<file path="src/rtl/eeprom_bitbang.sv">
module eeprom_bitbang #(
  parameter int          DW        = 8,
  parameter logic [15:0] CTRL_ADDR = 16'h800D,
  parameter logic [15:0] CTRL_MASK = 16'h800F,
  parameter logic [15:0] WIN_BASE  = 16'h6000,
  parameter logic [15:0] WIN_MASK  = 16'hE000,
  parameter int          SCL_BIT   = 5,
  parameter int          SDA_BIT   = 6,
  parameter int          DIR_BIT   = 7,
  parameter int          DOUT_BIT  = 4
) (
  input  logic          clk,
  input  logic          rst_n,
  input  logic          cpu_we,
  input  logic          cpu_rd,
  input  logic [15:0]   cpu_addr,
  input  logic [DW-1:0] cpu_wdata,
  output logic [DW-1:0] rd_data,
  output logic [DW-1:0] rd_drive
);
  localparam int AW    = DW - 1;
  localparam int DEPTH = 1 << AW;
  localparam int CW    = $clog2(DW);

  typedef enum logic [2:0] {
    S_IDLE, S_RX, S_RXA, S_TX, S_TXE, S_TXA, S_TXL, S_WAIT
  } st_t;

  st_t           st;
  logic          scl_q, sda_q, dir_q;
  logic          is_addr, rw, ackon;
  logic [CW-1:0] cnt;
  logic [DW-1:0] sr;
  logic [AW-1:0] addr;
  logic [DW-1:0] mem [DEPTH];

  logic ctrl_wr, scl_n, sda_n, rise, fall, start_ev, stop_ev;
  logic last_bit, data_wr, sda_out, dout, rd_hit;

  assign ctrl_wr  = cpu_we && ((cpu_addr & CTRL_MASK) == CTRL_ADDR);
  assign scl_n    = ctrl_wr ? cpu_wdata[SCL_BIT] : scl_q;
  assign sda_n    = ctrl_wr ? cpu_wdata[SDA_BIT] : sda_q;
  assign rise     = !scl_q && scl_n;
  assign fall     = scl_q && !scl_n;
  assign start_ev = scl_q && scl_n && sda_q && !sda_n;
  assign stop_ev  = scl_q && scl_n && !sda_q && sda_n;
  assign last_bit = rise && (cnt == CW'(DW - 1));
  assign data_wr  = (st == S_RX) && last_bit && !is_addr;

  always_ff @(posedge clk) begin
    if (!rst_n) begin
      st      <= S_IDLE;
      scl_q   <= 1'b1;
      sda_q   <= 1'b1;
      dir_q   <= 1'b0;
      is_addr <= 1'b0;
      rw      <= 1'b0;
      ackon   <= 1'b0;
      cnt     <= '0;
      sr      <= '1;
      addr    <= '0;
    end else begin
      if (ctrl_wr) begin
        scl_q <= cpu_wdata[SCL_BIT];
        sda_q <= cpu_wdata[SDA_BIT];
        dir_q <= cpu_wdata[DIR_BIT];
      end
      if (start_ev) begin
        st      <= S_RX;
        cnt     <= '0;
        is_addr <= 1'b1;
        ackon   <= 1'b0;
      end else if (stop_ev) begin
        st <= S_IDLE;
      end else begin
        case (st)
          S_RX: if (rise) begin
            sr  <= {sr[DW-2:0], sda_n};
            cnt <= cnt + 1'b1;
            if (last_bit) begin
              st    <= S_RXA;
              ackon <= 1'b0;
              if (is_addr) begin
                addr <= sr[AW-1:0];
                rw   <= sda_n;
              end else begin
                addr <= addr + 1'b1;
              end
            end
          end
          S_RXA: if (fall) begin
            if (!ackon) ackon <= 1'b1;
            else begin
              ackon   <= 1'b0;
              is_addr <= 1'b0;
              cnt     <= '0;
              if (rw) begin
                st <= S_TX;
                sr <= mem[addr];
              end else begin
                st <= S_RX;
              end
            end
          end
          S_TX: if (rise) begin
            cnt <= cnt + 1'b1;
            if (last_bit) begin
              st   <= S_TXE;
              addr <= addr + 1'b1;
            end
          end else if (fall) begin
            sr <= {sr[DW-2:0], 1'b1};
          end
          S_TXE: if (fall) st <= S_TXA;
          S_TXA: if (rise) st <= sda_n ? S_WAIT : S_TXL;
          S_TXL: if (fall) begin
            st  <= S_TX;
            sr  <= mem[addr];
            cnt <= '0;
          end
          default: ;
        endcase
      end
    end
  end

  always_ff @(posedge clk)
    if (data_wr && !start_ev) mem[addr] <= {sr[DW-2:0], sda_n};

  assign sda_out = (st == S_RXA && ackon)       ? 1'b0 :
                   (st == S_TX || st == S_TXE)  ? sr[DW-1] : 1'b1;
  assign dout    = dir_q ? sda_out : 1'b1;
  assign rd_hit  = cpu_rd && ((cpu_addr & WIN_MASK) == WIN_BASE);

  always_comb begin
    rd_data  = '0;
    rd_drive = '0;
    if (rd_hit) begin
      rd_data[DOUT_BIT]  = dout;
      rd_drive[DOUT_BIT] = 1'b1;
    end
  end

  AST_START_ABORTS: assert property (@(posedge clk) disable iff (!rst_n)
    start_ev |=> (st == S_RX && cnt == '0 && is_addr));
  AST_STOP_IDLE: assert property (@(posedge clk) disable iff (!rst_n)
    stop_ev |=> st == S_IDLE);
  AST_BYTE_ACKS: assert property (@(posedge clk) disable iff (!rst_n)
    (st == S_RX && last_bit) |=> (st == S_RXA && !ackon));
  AST_WR_ADDR_STEP: assert property (@(posedge clk) disable iff (!rst_n)
    data_wr |=> addr == AW'($past(addr) + 1'b1));
  AST_NACK_RELEASE: assert property (@(posedge clk) disable iff (!rst_n)
    (st == S_TXA && rise && sda_n) |=> st == S_WAIT);
  AST_IDLE_RELEASED: assert property (@(posedge clk) disable iff (!rst_n)
    (st == S_IDLE || st == S_WAIT) |-> dout);
endmodule

</file>
<file path="config.mk">
export PLATFORM = sky130hd
export DESIGN_NAME = eeprom_bitbang
export DESIGN_NICKNAME = d
export VERILOG_FILES = /design/src/rtl/eeprom_bitbang.sv
export SDC_FILE = /design/constraint.sdc
export NUM_CORES = 1
export LEC_CHECK = 0
export CAP_MARGIN = 40
export CORE_ASPECT_RATIO = 0.75
export CORE_UTILIZATION = 50
export CTS_BUF_LIST = sky130_fd_sc_hd__clkbuf_2
export DETAILED_ROUTE_END_ITERATION = 10
export HOLD_SLACK_MARGIN = 0.1
export PLACE_DENSITY = 0.74
export SYNTH_ARGS = -nofsm -noshare
export SYNTH_HDL_FRONTEND = slang
export SYNTH_SLANG_ARGS = --single-unit
</file>
<file path="constraint.sdc">
create_clock -name clk -period 4.2 [get_ports clk]
set_input_delay 1.05 -clock clk [delete_from_list [all_inputs] [get_ports clk]]
set_output_delay 1.05 -clock clk [all_outputs]
set_load 0.01 [all_outputs]
</file>
== Word level (Yosys, flattened, before mapping) ==
Memory sizes are Yosys's and may differ from the RTL's. A register that Yosys moved wholly into a read port is not among the register bits.
Index checks and enable logic that the tools add are counted.

* Memories: 1
* Register bits after elaboration: 27
* RAM bits: 1,024
* Input port bits: 28

{| class="wikitable"
|+ Memory list
! memory !! depth !! bits a word !! rd ports !! clocked after memory_dff !! wr ports !! RTL line !! RTL
|-
| mem || 128 || 8 || 1 || 1 || 1 || 35 || <nowiki>logic [DW-1:0] mem [DEPTH];</nowiki>
|}

* Reduce and logical (&&, ||, !) cells: 41
* $add $sub $neg: 2
* Bitwise logic cells: 3
* Equal/unequal tests: 32
* Multiplexer cells: 54

{| class="wikitable"
|+ Operators with widths
! cell !! count
|-
| 8-bit two-way mux || 7
|-
| 7-bit two-way mux || 7
|-
| 3-bit two-way mux || 13
|-
| 4-bit != test, second input constant || 9
|-
| 8-bit case mux with 4 select lines || 1
|-
| 10-bit AND reduction || 3
|-
| 2-bit != test, second input constant || 13
|-
| 1-bit two-way mux || 21
|-
| 3-bit case mux with 6 select lines || 1
|-
| 1-bit logical AND || 14
|-
| 7-bit case mux with 2 select lines || 1
|-
| 3-bit == test, second input constant || 4
|-
| 6-bit AND reduction || 2
|-
| 2-bit nonzero test || 5
|-
| 3-bit by 2-bit == test with 1-bit output, second input constant || 3
|-
| 3-bit case mux with 3 select lines || 1
|-
| 8-bit nonzero test || 1
|-
| 7-bit by 1-bit adder with 7-bit output, second input constant || 1
|-
| 7-bit AND reduction || 1
|-
| 1-bit logical NOT || 6
|-
| 6-bit nonzero test || 1
|-
| 5-bit == test, second input constant || 1
|-
| 5-bit AND reduction || 1
|-
| 4-bit AND reduction || 1
|-
| 11 further kinds || 14
|}

== Depth between registers and ports, before layout ==
* Depth in word-level cells: 10
* Gate-level depth with buffers: 10

== Least setup slack after synthesis ==
OpenSTA, ideal clock, no wires.

* Path type: input to register
* From: input port cpu_addr[1]
* To: register sr[0]
* Cell stages on the path: 6
* Required time: 4.112 ns
* Buffers on the path: 0
* Arrival time: 3.619 ns
* Setup slack: 0.493 ns
* Cells stage by stage: nand4b_1 nor2_1 mux2i_1 inv_1 o2111ai_1 o31ai_1

* Elaborated cells between the ends (all ways): 23

{| class="wikitable"
|+ RTL lines
! item !! RTL line !! RTL
|-
| from (decl) || 16 || <nowiki>input logic [15:0] cpu_addr,</nowiki>
|-
| 5-bit == test * || 40 || <nowiki>assign ctrl_wr = cpu_we && ((cpu_addr & CTRL_MASK) == CTRL_ADDR);</nowiki>
|-
| 1-bit logical AND * || 40 ||
|-
| 1-bit two-way mux * || - ||
|-
| net sda_n || 37 || <nowiki>logic ctrl_wr, scl_n, sda_n, rise, fall, start_ev, stop_ev;</nowiki>
|-
| 1-bit logical NOT || 45 || <nowiki>assign start_ev = scl_q && scl_n && sda_q && !sda_n;</nowiki>
|-
| 1-bit logical AND || 45 ||
|-
| 1-bit NOT (no line) || - ||
|-
| 10-bit AND reduction (no line) || - ||
|-
| to (signal assigned) || 78 || <nowiki>sr <= {sr[DW-2:0], sda_n};</nowiki>
|-
| to (signal assigned) || 99 || <nowiki>sr <= mem[addr];</nowiki>
|-
| to (signal assigned) || 112 || <nowiki>sr <= {sr[DW-2:0], 1'b1};</nowiki>
|-
| to (decl) || 33 || <nowiki>logic [DW-1:0] sr;</nowiki>
|}

The timed path passes the listed nets; every way through them passes the cells marked *. The select of a mux whose other input is x is not followed.
A chain may end at the register's enable or synchronous reset.

== Worst setup path after layout ==
* From: register st[1]
* To: output port rd_data[4]

* Cells in the longest elaborated chain, start to end: 6
* Elaborated cells between the ends (all ways): 9

{| class="wikitable"
|+ RTL lines
! item !! RTL line !! RTL
|-
| from (decl) || 29 || <nowiki>st_t st;</nowiki>
|-
| from (signal assigned) || 115 || <nowiki>S_TXA: if (rise) st <= sda_n ? S_WAIT : S_TXL;</nowiki>
|-
| 3-bit by 2-bit == test with 1-bit output or 3-bit == test (tied branches) || 131 || <nowiki>(st == S_TX || st == S_TXE) ? sr[DW-1] : 1'b1;</nowiki>
|-
| 1-bit logical OR || 131 ||
|-
| 1-bit two-way mux || 131 ||
|-
| 1-bit two-way mux * || 130 || <nowiki>assign sda_out = (st == S_RXA && ackon) ? 1'b0 :</nowiki>
|-
| 1-bit two-way mux * || 132 || <nowiki>assign dout = dir_q ? sda_out : 1'b1;</nowiki>
|-
| 1-bit two-way mux * || 138 || <nowiki>if (rd_hit) begin</nowiki>
|-
| to (decl) || 18 || <nowiki>output logic [DW-1:0] rd_data,</nowiki>
|}

Mark *: on every way between the ends. The rest lies on a longest branch, timed or not.

==> run metrics <==
status completed; dominant cell by count in the synthesized netlist edfxtp_1; WL final between 90000 and 100000 µm; WL/cell around 27 µm; most instantiated cells after synthesis 1024 x edfxtp_1, 257 x mux4_2, 161 x nor2_1, 90 x nor3_1, 51 x o22ai_1; CTS tree built; Post-CTS Setup Inserts 0; HP Start cpu_wdata[5]; Reg clk slew, reported paths roughly 0.11 ns; Initial Util 0.505; Inserted Clock Buffers between 200 and 250; hold slack 0.348 ns; # DRC 0; f_max roughly 260 MHz; WHS Path Cells 4; Clock Tree Root clkbuf_2; reg-to-reg startpoint st[0]$_SDFFE_PN0P_; Final nets about 2300; unique cell type count in the Yosys netlist 67; hpwl dp 60400 µm; initial antenna violation count 3; H-tree levels 4; IO Pins 44; endpoint of the worst hold path scl_q$_SDFF_PN1_; critical path peak fanout 16; Via density ~6.2; YS warnings 0; Max Cap Violations 0; period utilisation layout 0.926; syn avg cell area roughly 20 µm²; skew final around 0.11 ns; Data required, critical path 3.15 ns; critical path class register to output port; worst vdd ir around 0.00024 V; Final Util 0.551; Placer Congestion 1.00; sequential fraction of the synthesis area 0.756; number of port buffers 15; predominant post-synthesis flop cell edfxtp_1; area grow syn2layout 9.05%; met1 Usage GRT 0.344; Worst Path Arrival 2.84 ns; number of synthesized flops with an enable pin slightly above 1000; worst slew pin tran about 0.9 ns; Leak Pwr 13.6 nW; GRT Max-Usage Layer met1; worst-case clock buffer depth 3; largest net degree at the start of global routing 130; Post-Route Setup TNS 0 ns; first-pass GRT wire length around 140000 µm; R2R cell count 7; Worst Setup Slack post-DPL -0.0723 ns; final setup violation count 0; FF-to-FF setup slack 0.69 ns; core area 0.0823 mm²; unrepaired setup endpoints after global routing no; CP endpoint kind output port; Hold WC Path Type primary input to register; post-route ant nets 0; startpoint types register; total grt overflow 0; largest area contributor in the netlist edfxtp_1; Final Hold Viols 0; met3 GRT Util 0.0686; Gate Count Post-Synth about 2100; Clock Latency Late Sink around 1.5 ns; Pins Over Slew Limit 0; die width 335 µm; initial DRC count about 2900; #FFs+latches synth ~1100; die footprint about 0.084 mm²; setup ws final roughly 0.31 ns; met2 GRT Util 0.328; total global-route track usage 0.232; Cell Rows 91; CTS Sinks around 1100; post-synth top area share 0.739; Slew HR 0.383; Pre-antenna DRT Iters 5; Via Count ~22000; Tmin final approximately 3.9 ns; Post-synth ARST share 0; reg-to-reg endpoint mem[56][1]$_DFFE_PP_; Die Ht around 250 µm; vias in the first global route around 22000; P per Cell Area between 300 and 400 mW/mm²; layout cells sized above 1 0.299; top post-synthesis cells by area edfxtp_1 74%, mux4_2 14%, dfxtp_1 1.6%; Post-Syn Area approximately 0.042 mm²
[routing by layer]
metal  vias up  routed length (µm)
li1       9137                   -
met1     11200               39200
met2      1388               42000
met3       185               12000
met4         2                2830
met5         -                  11
[area by class of cell]
type	count	area (µm²)
well taps	1116	1400
flip-flops and latches	1058	31500
clock buffers	340	1700
repair buffers	97	990
inverters	12	51.3
fillers	6196	37000
clock inverters	47	315
multi-input cells	886	9420
diodes	4	10.0
[critical path: stages, from the launching register on]
cell and delay (ns):
dfxtp_4 0.48, nor2b_2 0.22, o211ai_1 0.14, o31ai_2 0.11, a21boi_0 0.13, dlygate4sd2_1 0.30
[report_power, final]
part           internal [mW]  switching [mW]
logic                 0.0332          0.0800
clock network           2.39            3.84
registers               11.4          0.0180
[registers in the layout, summed over array words and instances (netlist names), named ones only]
name,flops
mem,1024
sr,8
addr,7
cnt,3
st,3
ackon,1
dir_q,1
is_addr,1
rw,1
scl_q,1
sda_q,1
[cells by family after synthesis]
logic type	synth area share
and+or+nand+nor	0.0513
xor gates and xnor gates	0.000211
AOI/OAI and AO/OA	0.0260
DFF	0.756
muxes	0.147
other	0.0000902
buffers and inverters	0.0193
adders and majority gates	0.000903
[what timing repair did]
item / in CTS / in global routing
hold buffers: 1 / 0
endpoints found under the hold margin: 1 / 0
gates resized for setup: 10 / 0
setup endpoints to repair: 1 / 0
[per-stage QoR]
step                      cell area [µm²]  instances  total power, mW
after floorplan                     41600       2095             11.7
after global placement              43100       3159             11.8
after detailed placement            43300       3168             11.8
after CTS                           45300       3556             17.9
after global routing                45400       3559             18.5
final                               45400       3560             17.8
[cells in the final DEF (no fill, tap or decap), types with 5 or more instances in the layout]
cell and count:
nand3b_1 6, a2111o_1 7, buf_4 65, o22ai_1 51
conb_1 14, nor2_1 161, inv_1 7, clkdlybuf4s50_1 14
nand4_1 12, nand3_1 20, mux2i_1 26, clkbuf_2 340
dfxtp_4 11, a22oi_1 7, o211ai_1 6, inv_2 5
o22a_1 7, clkinv_1 31, nand2b_1 12, a21oi_1 20
nor3_1 90, clkinv_2 5, or3_1 6, dfxtp_1 20
o21ai_0 10, a211o_1 7, a211oi_1 5, buf_12 13
edfxtp_1 1024, o21a_1 5, a2bb2oi_1 7, or4_1 8
mux4_2 257, nor4_1 31, nand2_1 43, nor2b_1 10
[how the worst max path moves through the flow]
stage                                  start  slack [ns]                    to
final                     st[1]$_SDFFE_PP0P_        0.31            rd_data[4]
after global routing      st[1]$_SDFFE_PP0P_        0.11            rd_data[4]
after CTS                 st[1]$_SDFFE_PP0P_        0.19            rd_data[4]
after detailed placement         cpu_addr[1]       -0.07  mem[17][5]$_DFFE_PP_
after global placement           cpu_addr[1]       0.003   mem[8][2]$_DFFE_PP_
after floorplan                  cpu_addr[1]        0.49    sr[0]$_SDFFE_PN1P_
Power figures use the tool's default switching activity.
